===== src/rtl/mcfg_pkg.sv =====
package mcfg_pkg;
  localparam int          DATA_W       = 32;
  localparam int          IDX_W        = 10;  // 4 KiB window / 4
  localparam logic [31:0] UNLOCK_KEY   = 32'hFC60_0309;
  localparam int          IDX_GUARD    = 0;
  localparam int          IDX_CONF     = 1;
  localparam int          IDX_PHY      = 24;
  localparam int          IDX_SELFTEST = 28;
  localparam logic [31:0] CONF_RO_MASK = 32'hF00F_C04F;
  localparam int          PHY_BUSY_BIT = 0;
  localparam int          PLL_LOCK_BIT = 4;
  localparam int          ST_DONE_BIT  = 12;
  localparam int          ST_FAIL_BIT  = 13;

  function automatic logic [1:0] size_code(int mem_mb, int min_mb);
    if (mem_mb == min_mb * 8) return 2'd3;
    if (mem_mb == min_mb * 4) return 2'd2;
    if (mem_mb == min_mb * 2) return 2'd1;
    return 2'd0;
  endfunction

  function automatic bit size_ok(int mem_mb, int min_mb);
    return (min_mb > 0) && (mem_mb == min_mb || mem_mb == min_mb * 2 ||
                            mem_mb == min_mb * 4 || mem_mb == min_mb * 8);
  endfunction

  function automatic logic [31:0] conf_fixed(int variant, int mem_mb, int min_mb);
    logic [31:0] v;
    v          = '0;
    v[31:28]   = (variant != 0) ? 4'd3 : 4'd1;
    v[19]      = (variant == 0);
    v[3:2]     = 2'd3;
    v[1:0]     = size_code(mem_mb, min_mb);
    return v;
  endfunction
endpackage


===== src/rtl/mcfg_wr_shape.sv =====
module mcfg_wr_shape
  import mcfg_pkg::*;
#(
  parameter int          VARIANT    = 1,
  parameter logic [31:0] CONF_FIXED = 32'h0
) (
  input  logic [IDX_W-1:0]  idx_i,
  input  logic [DATA_W-1:0] wdata_i,
  output logic [DATA_W-1:0] shaped_o
);
  always_comb begin
    shaped_o = wdata_i;
    unique case (32'(idx_i))
      IDX_GUARD: shaped_o = {31'b0, wdata_i == UNLOCK_KEY};
      IDX_CONF:  shaped_o = (wdata_i & ~CONF_RO_MASK) | CONF_FIXED;
      IDX_PHY: begin
        shaped_o[PHY_BUSY_BIT] = 1'b0;
        if (VARIANT != 0) shaped_o[PLL_LOCK_BIT] = 1'b1;
      end
      IDX_SELFTEST: begin
        shaped_o[ST_DONE_BIT] = 1'b1;
        shaped_o[ST_FAIL_BIT] = 1'b0;
      end
      default: ;
    endcase
  end
endmodule


===== src/rtl/mcfg_reg_array.sv =====
module mcfg_reg_array
  import mcfg_pkg::*;
#(
  parameter int          NUM_WORDS  = 64,
  parameter logic [31:0] CONF_FIXED = 32'h0
) (
  input  logic              clk_i,
  input  logic              rst_ni,
  input  logic              we_i,
  input  logic [IDX_W-1:0]  widx_i,
  input  logic [DATA_W-1:0] wdata_i,
  input  logic              re_i,
  input  logic [IDX_W-1:0]  ridx_i,
  output logic [DATA_W-1:0] rdata_o,
  output logic              lock_o
);
  localparam int SEL_W = (NUM_WORDS > 1) ? $clog2(NUM_WORDS) : 1;

  logic [DATA_W-1:0] words [NUM_WORDS];

  for (genvar g = 0; g < NUM_WORDS; g++) begin : g_word
    localparam logic [DATA_W-1:0] RST_VAL = (g == IDX_CONF) ? CONF_FIXED : '0;
    always_ff @(posedge clk_i or negedge rst_ni) begin
      if (!rst_ni)                         words[g] <= RST_VAL;
      else if (we_i && 32'(widx_i) == g)   words[g] <= wdata_i;
    end
  end

  logic rd_in_range;
  assign rd_in_range = 32'(ridx_i) < NUM_WORDS;

  always_ff @(posedge clk_i or negedge rst_ni) begin
    if (!rst_ni)   rdata_o <= '0;
    else if (re_i) rdata_o <= rd_in_range ? words[ridx_i[SEL_W-1:0]] : '0;
  end

  assign lock_o = words[IDX_GUARD][0];
endmodule


===== src/rtl/mcfg_regbank.sv =====
module mcfg_regbank
  import mcfg_pkg::*;
#(
  parameter int NUM_WORDS   = 64,
  parameter int VARIANT     = 1,
  parameter int MIN_SIZE_MB = 256,
  parameter int MEM_SIZE_MB = 1024
) (
  input  logic              clk_i,
  input  logic              rst_ni,
  input  logic              req_i,
  input  logic              we_i,
  input  logic [IDX_W-1:0]  waddr_i,
  input  logic [DATA_W-1:0] wdata_i,
  output logic [DATA_W-1:0] rdata_o
);
  localparam logic [31:0] CONF_FIXED = conf_fixed(VARIANT, MEM_SIZE_MB, MIN_SIZE_MB);

  if (!size_ok(MEM_SIZE_MB, MIN_SIZE_MB)) begin : g_bad_size
    $error("MEM_SIZE_MB must be MIN_SIZE_MB times 1, 2, 4 or 8");
  end
  if (NUM_WORDS <= IDX_SELFTEST || NUM_WORDS > (1 << IDX_W)) begin : g_bad_words
    $error("NUM_WORDS out of range");
  end

  logic              lock;
  logic              wr_in_range;
  logic              wr_commit;
  logic              rd_req;
  logic [DATA_W-1:0] shaped;

  assign wr_in_range = 32'(waddr_i) < NUM_WORDS;
  // guard word is always writable; everything else needs the key
  assign wr_commit   = req_i && we_i && wr_in_range &&
                       (32'(waddr_i) == IDX_GUARD || lock);
  assign rd_req      = req_i && !we_i;

  mcfg_wr_shape #(
    .VARIANT   (VARIANT),
    .CONF_FIXED(CONF_FIXED)
  ) shape_i (
    .idx_i   (waddr_i),
    .wdata_i (wdata_i),
    .shaped_o(shaped)
  );

  mcfg_reg_array #(
    .NUM_WORDS (NUM_WORDS),
    .CONF_FIXED(CONF_FIXED)
  ) array_i (
    .clk_i  (clk_i),
    .rst_ni (rst_ni),
    .we_i   (wr_commit),
    .widx_i (waddr_i),
    .wdata_i(shaped),
    .re_i   (rd_req),
    .ridx_i (waddr_i),
    .rdata_o(rdata_o),
    .lock_o (lock)
  );
endmodule


===== config.mk =====
export PLATFORM = sky130hd
export DESIGN_NAME = mcfg_regbank
export DESIGN_NICKNAME = d
export VERILOG_FILES = /design/src/rtl/mcfg_pkg.sv /design/src/rtl/mcfg_wr_shape.sv /design/src/rtl/mcfg_reg_array.sv /design/src/rtl/mcfg_regbank.sv
export SDC_FILE = /design/constraint.sdc
export NUM_CORES = 2
export LEC_CHECK = 0
export ABC_AREA = 0
export BUFFER_PORTS_ARGS = -buffer_cell sky130_fd_sc_hd__buf_2
export CAP_MARGIN = 40
export CELL_PAD_IN_SITES_DETAIL_PLACEMENT = 1
export CELL_PAD_IN_SITES_GLOBAL_PLACEMENT = 1
export CORE_MARGIN = 3
export CORE_UTILIZATION = 49
export CTS_CLUSTER_DIAMETER = 50
export DETAILED_ROUTE_END_ITERATION = 10
export PLACE_DENSITY = 0.87
export SKIP_CTS_REPAIR_TIMING = 1
export SYNTH_ARGS = -nofsm -noshare
export SYNTH_HDL_FRONTEND = slang
export SYNTH_SLANG_ARGS = --single-unit

===== constraint.sdc =====
create_clock -name clk_i -period 5.63 [get_ports clk_i]
set_input_delay 1.126 -clock clk_i [delete_from_list [all_inputs] [get_ports clk_i]]
set_output_delay 1.126 -clock clk_i [all_outputs]
set_load 0.01 [all_outputs]

==> flow_summary_export.csv <==
group,metric,value,unit
clock_tree,h-tree-depth,4,
floorplan,ios,78,
worst_setup_path,arrival,5.02,ns
floorplan,die_w,435.8,um
cells_and_area,fin_util,0.5503,
logic_synthesis,ys.flop_type,"dfrtp_1",
drt,wl_per_cell,34.73,um
floorplan,fp-row-count,157,
logic_synthesis,ys_warn_count,0,
sta,final-hold-violation-count,0,
placement,post-dp-hpwl,177600,um
grt,grt_antenna_before_repair,23,
floorplan,core,0.1833,mm^2
logic_synthesis,syn_area,0.09053,mm^2
pwr,p_sw,7.849,mW
sta,finalSetupViolCount,0,
pwr,netSwitchingFraction,0.2449,
drt,drtIter0Drc,10150,
sta,slew_headroom,-0.1306,
cells_and_area,fin_area,0.1009,mm^2
sta,rsz0062_at_grt,"no",
logic_synthesis,ys_ff_latch,2080,
grt,grtUsageTotal,0.3630,
sta,tightest_slew,1.678,ns
logic_synthesis,synth_xor_area_frac,0,
floorplan,die_area,0.1899,mm^2
grt,grt_pass1_vias,80670,
logic_synthesis,ys_seq_area_frac,0.5750,
drt,via_per_inst,7.100,
logic_synthesis,synth_top_family_by_area,"multiplexers",
clock_tree,clk_pin_slew,0.08,ns
pwr,power.clock.fraction,0.493,
worst_setup_path,cp-start-kind,"input pin",
cells_and_area,drive_above_1_share,0.1820,
run_status,status,"complete, but fails checks",
sta,min_period,4.342,ns
logic_synthesis,synthAdderAreaFrac,0,
sta,holdWs,0.2819,ns
placement,gp_congestion,0.8388,
clock_tree,clkSinkCount,2080,
logic_synthesis,netlist_instances,7946,
worst_setup_path,end_kind,"flip-flop",
cells_and_area,area_growth,11.42,%
drt,vias,73240,
logic_synthesis,synthMuxAreaShare,0.1568,
drt,drc,0,
logic_synthesis,synth-simple-area-share,0.1018,
job,cap_violations,1,
run_status,violations,"max-capacitance violations, max-slew violations",
clock_tree,cts_tree,"built",
grt,grt_max_degree,157,
drt,firstDrtPassIters,7,
pwr,vdd_ir_drop_max,374.6,uV
clock_tree,cts_buffer_depth,3,
pwr,comb_power_share,0.041,
logic_synthesis,synth_nets,7992,
floorplan,chipHeight,435.8,um
sta,fin_crit_sh,0.7712,
sta,skew,0.06710,ns
logic_synthesis,syn_avg_cell_area,11.39,um^2
logic_synthesis,synth_compound_area_frac,0.1280,
grt,grt_pass1_wl,522700,um
logic_synthesis,yosysUniqueCellTypes,57,
logic_synthesis,async_reset_ff_frac,1.000,
drt,wl,358200,um
logic_synthesis,synth_edf_count,0,
worst_setup_path,worstPathRequired,6.31,ns
sta,setup-tns-final,0,ns
placement,port_buffers,77,
drt,ant_nets,0,
clock_tree,clock-root-buffer,"clkbuf_16",
placement,place_area,0.09322,mm^2
cells_and_area,nets,7699,
min_path,hold_path_class,"in -> async",
pwr,internal_power,24.20,mW
grt,grt_overflow_total,0,
clock_tree,numCtsBuffers,208,
cells_and_area,fillers,18280,
floorplan,initial_utilization,0.4939,
sta,slew_violations,2,
clock_tree,clock_latency,0.94,ns
pwr,pwr-share-seq,0.466,
pwr,p_per_area,317.7,mW/mm^2
worst_setup_path,worst-path-max-fanout,87,
pwr,p_leak,44.95,nW
sta,fmax,230.3,MHz
worst_setup_path,path_class,"in -> reg",
-- cells by family (layout without fill, tap and decap cells) --
kind of cell | count (synthesis) | count (layout)
AO/OA/AOI/OAI | 2144 | 2144
other | 0 | 16
multiplexers | 759 | 759
flip-flops | 2080 | 2080
buffers and inverters | 795 | 684
AND/OR/NAND/NOR | 2168 | 2168
-- cell usage in the layout, fill, tap and decap left out, drive strengths merged, types with 6 or more instances in the layout --
master,Yosys,final
nand4,35,35
buf,224,291
bufinv,0,31
nor2b,8,8
mux4,512,512
clkbuf,570,294
nand3,19,19
and3,6,6
clkinv,0,46
nand2,1878,1878
dfrtp,2075,2075
clkinvlp,0,8
inv,1,14
nand2b,8,8
o21ai,1842,1842
a22oi,64,64
a2111o,32,32
or3,32,32
o211ai,32,32
and2,66,66
a221oi,32,32
a21oi,74,74
diode,0,16
mux2i,96,96
or4,12,12
a22o,64,64
nor2,76,76
mux2,151,151
-- worst paths after layout --
check / endpoint / depth (start not counted) / slack (ns) / start
hold reg to reg: array_i.words[61] / 2 / 0.48 / array_i.words[61]
setup / recovery: array_i.words[1909] / 8 / 1.29 / waddr_i[1]
hold / removal: array_i.words[1402] / 1 / 0.28 / rst_ni
setup reg to reg: array_i.words[1909] / 5 / 2.11 / array_i.lock_o
min in group clk_i: array_i.words[61] / 2 / 0.48 / array_i.words[61]
max in group asynchronous: array_i.words[412] / 2 / 3.69 / rst_ni
-- worst max-delay path: stages --
cell     delay (ns)
buf_8          0.60
nor4_4         0.11
buf_4          0.24
nand3_2        0.62
buf_4          0.32
nand2_2        0.22
buf_12         0.25
o21ai_0        1.32
-- area by class of cell --
class / count / area, um^2 / share of cell area
antenna: 16 / 40.04 / 0.0003970
inverter: 1 / 3.754 / 0.00003721
sequential: 2080 / 52060 / 0.5161
timing repair buffer: 291 / 2885 / 0.02861
multi-input combinational: 5071 / 35280 / 0.3498
clock buffer: 294 / 6062 / 0.06010
clock inverter: 98 / 1449 / 0.01436
tap: 2464 / 3083 / 0.03057
-- power groups by stage --
stage	clock network (mW)	logic, mW	registers, mW
floorplan	0	0.582	15.2
global placement	0	1.17	15.2
detailed placement	0	1.24	15.2
CTS	15.6	1.26	14.9
global route	16.4	1.35	14.9
finish	15.8	1.30	14.9
-- stage by stage --
stage / total power, mW / worst slack [ns] / instances
2_1_floorplan: 15.81 / 2.348 / 7946
3_3_place_gp: 16.39 / 1.252 / 9868
3_5_place_dp: 16.46 / 1.147 / 9898
4_1_cts: 31.77 / 1.873 / 10290
5_1_grt: 32.68 / 1.403 / 10310
6_report: 32.04 / 1.288 / 10320
-- state kept, by name (all words and copies together) (netlist names) --
name and flops:
array_i.lock_o 1, array_i.rdata_o 32, array_i.words 2047
-- cells in the mapped netlist (all sizes together), types with 5 or more instances --
cell | count | area [um^2]
dfrtp | 2075 | 51920
nand2 | 1878 | 7049
o21ai | 1842 | 9219
clkbuf | 570 | 2187
mux4 | 512 | 11530
buf | 224 | 1276
mux2 | 151 | 1700
mux2i | 96 | 960.9
nor2 | 76 | 287.8
a21oi | 74 | 370.4
and2 | 66 | 412.9
a22o | 64 | 560.5
a22oi | 64 | 480.5
nand4 | 35 | 571.8
a2111o | 32 | 360.4
a221oi | 32 | 317.8
o211ai | 32 | 240.2
or3 | 32 | 200.2
nand3 | 19 | 172.7
or4 | 12 | 90.09
nand2b | 8 | 50.05
nor2b | 8 | 50.05
and3 | 6 | 37.54
dfstp | 5 | 131.4
nor3 | 5 | 46.30
nor4 | 5 | 61.31
-- routing by layer --
layer	part of all wire	vias up	global-route usage
li1	-	27310	-
met1	0.33	37550	0.4247
met2	0.46	6115	0.5687
met3	0.12	2240	0.1063
met4	0.091	26	0.2723
met5	0.00063	-	0.002520
(Power assumes the default switching activity.)
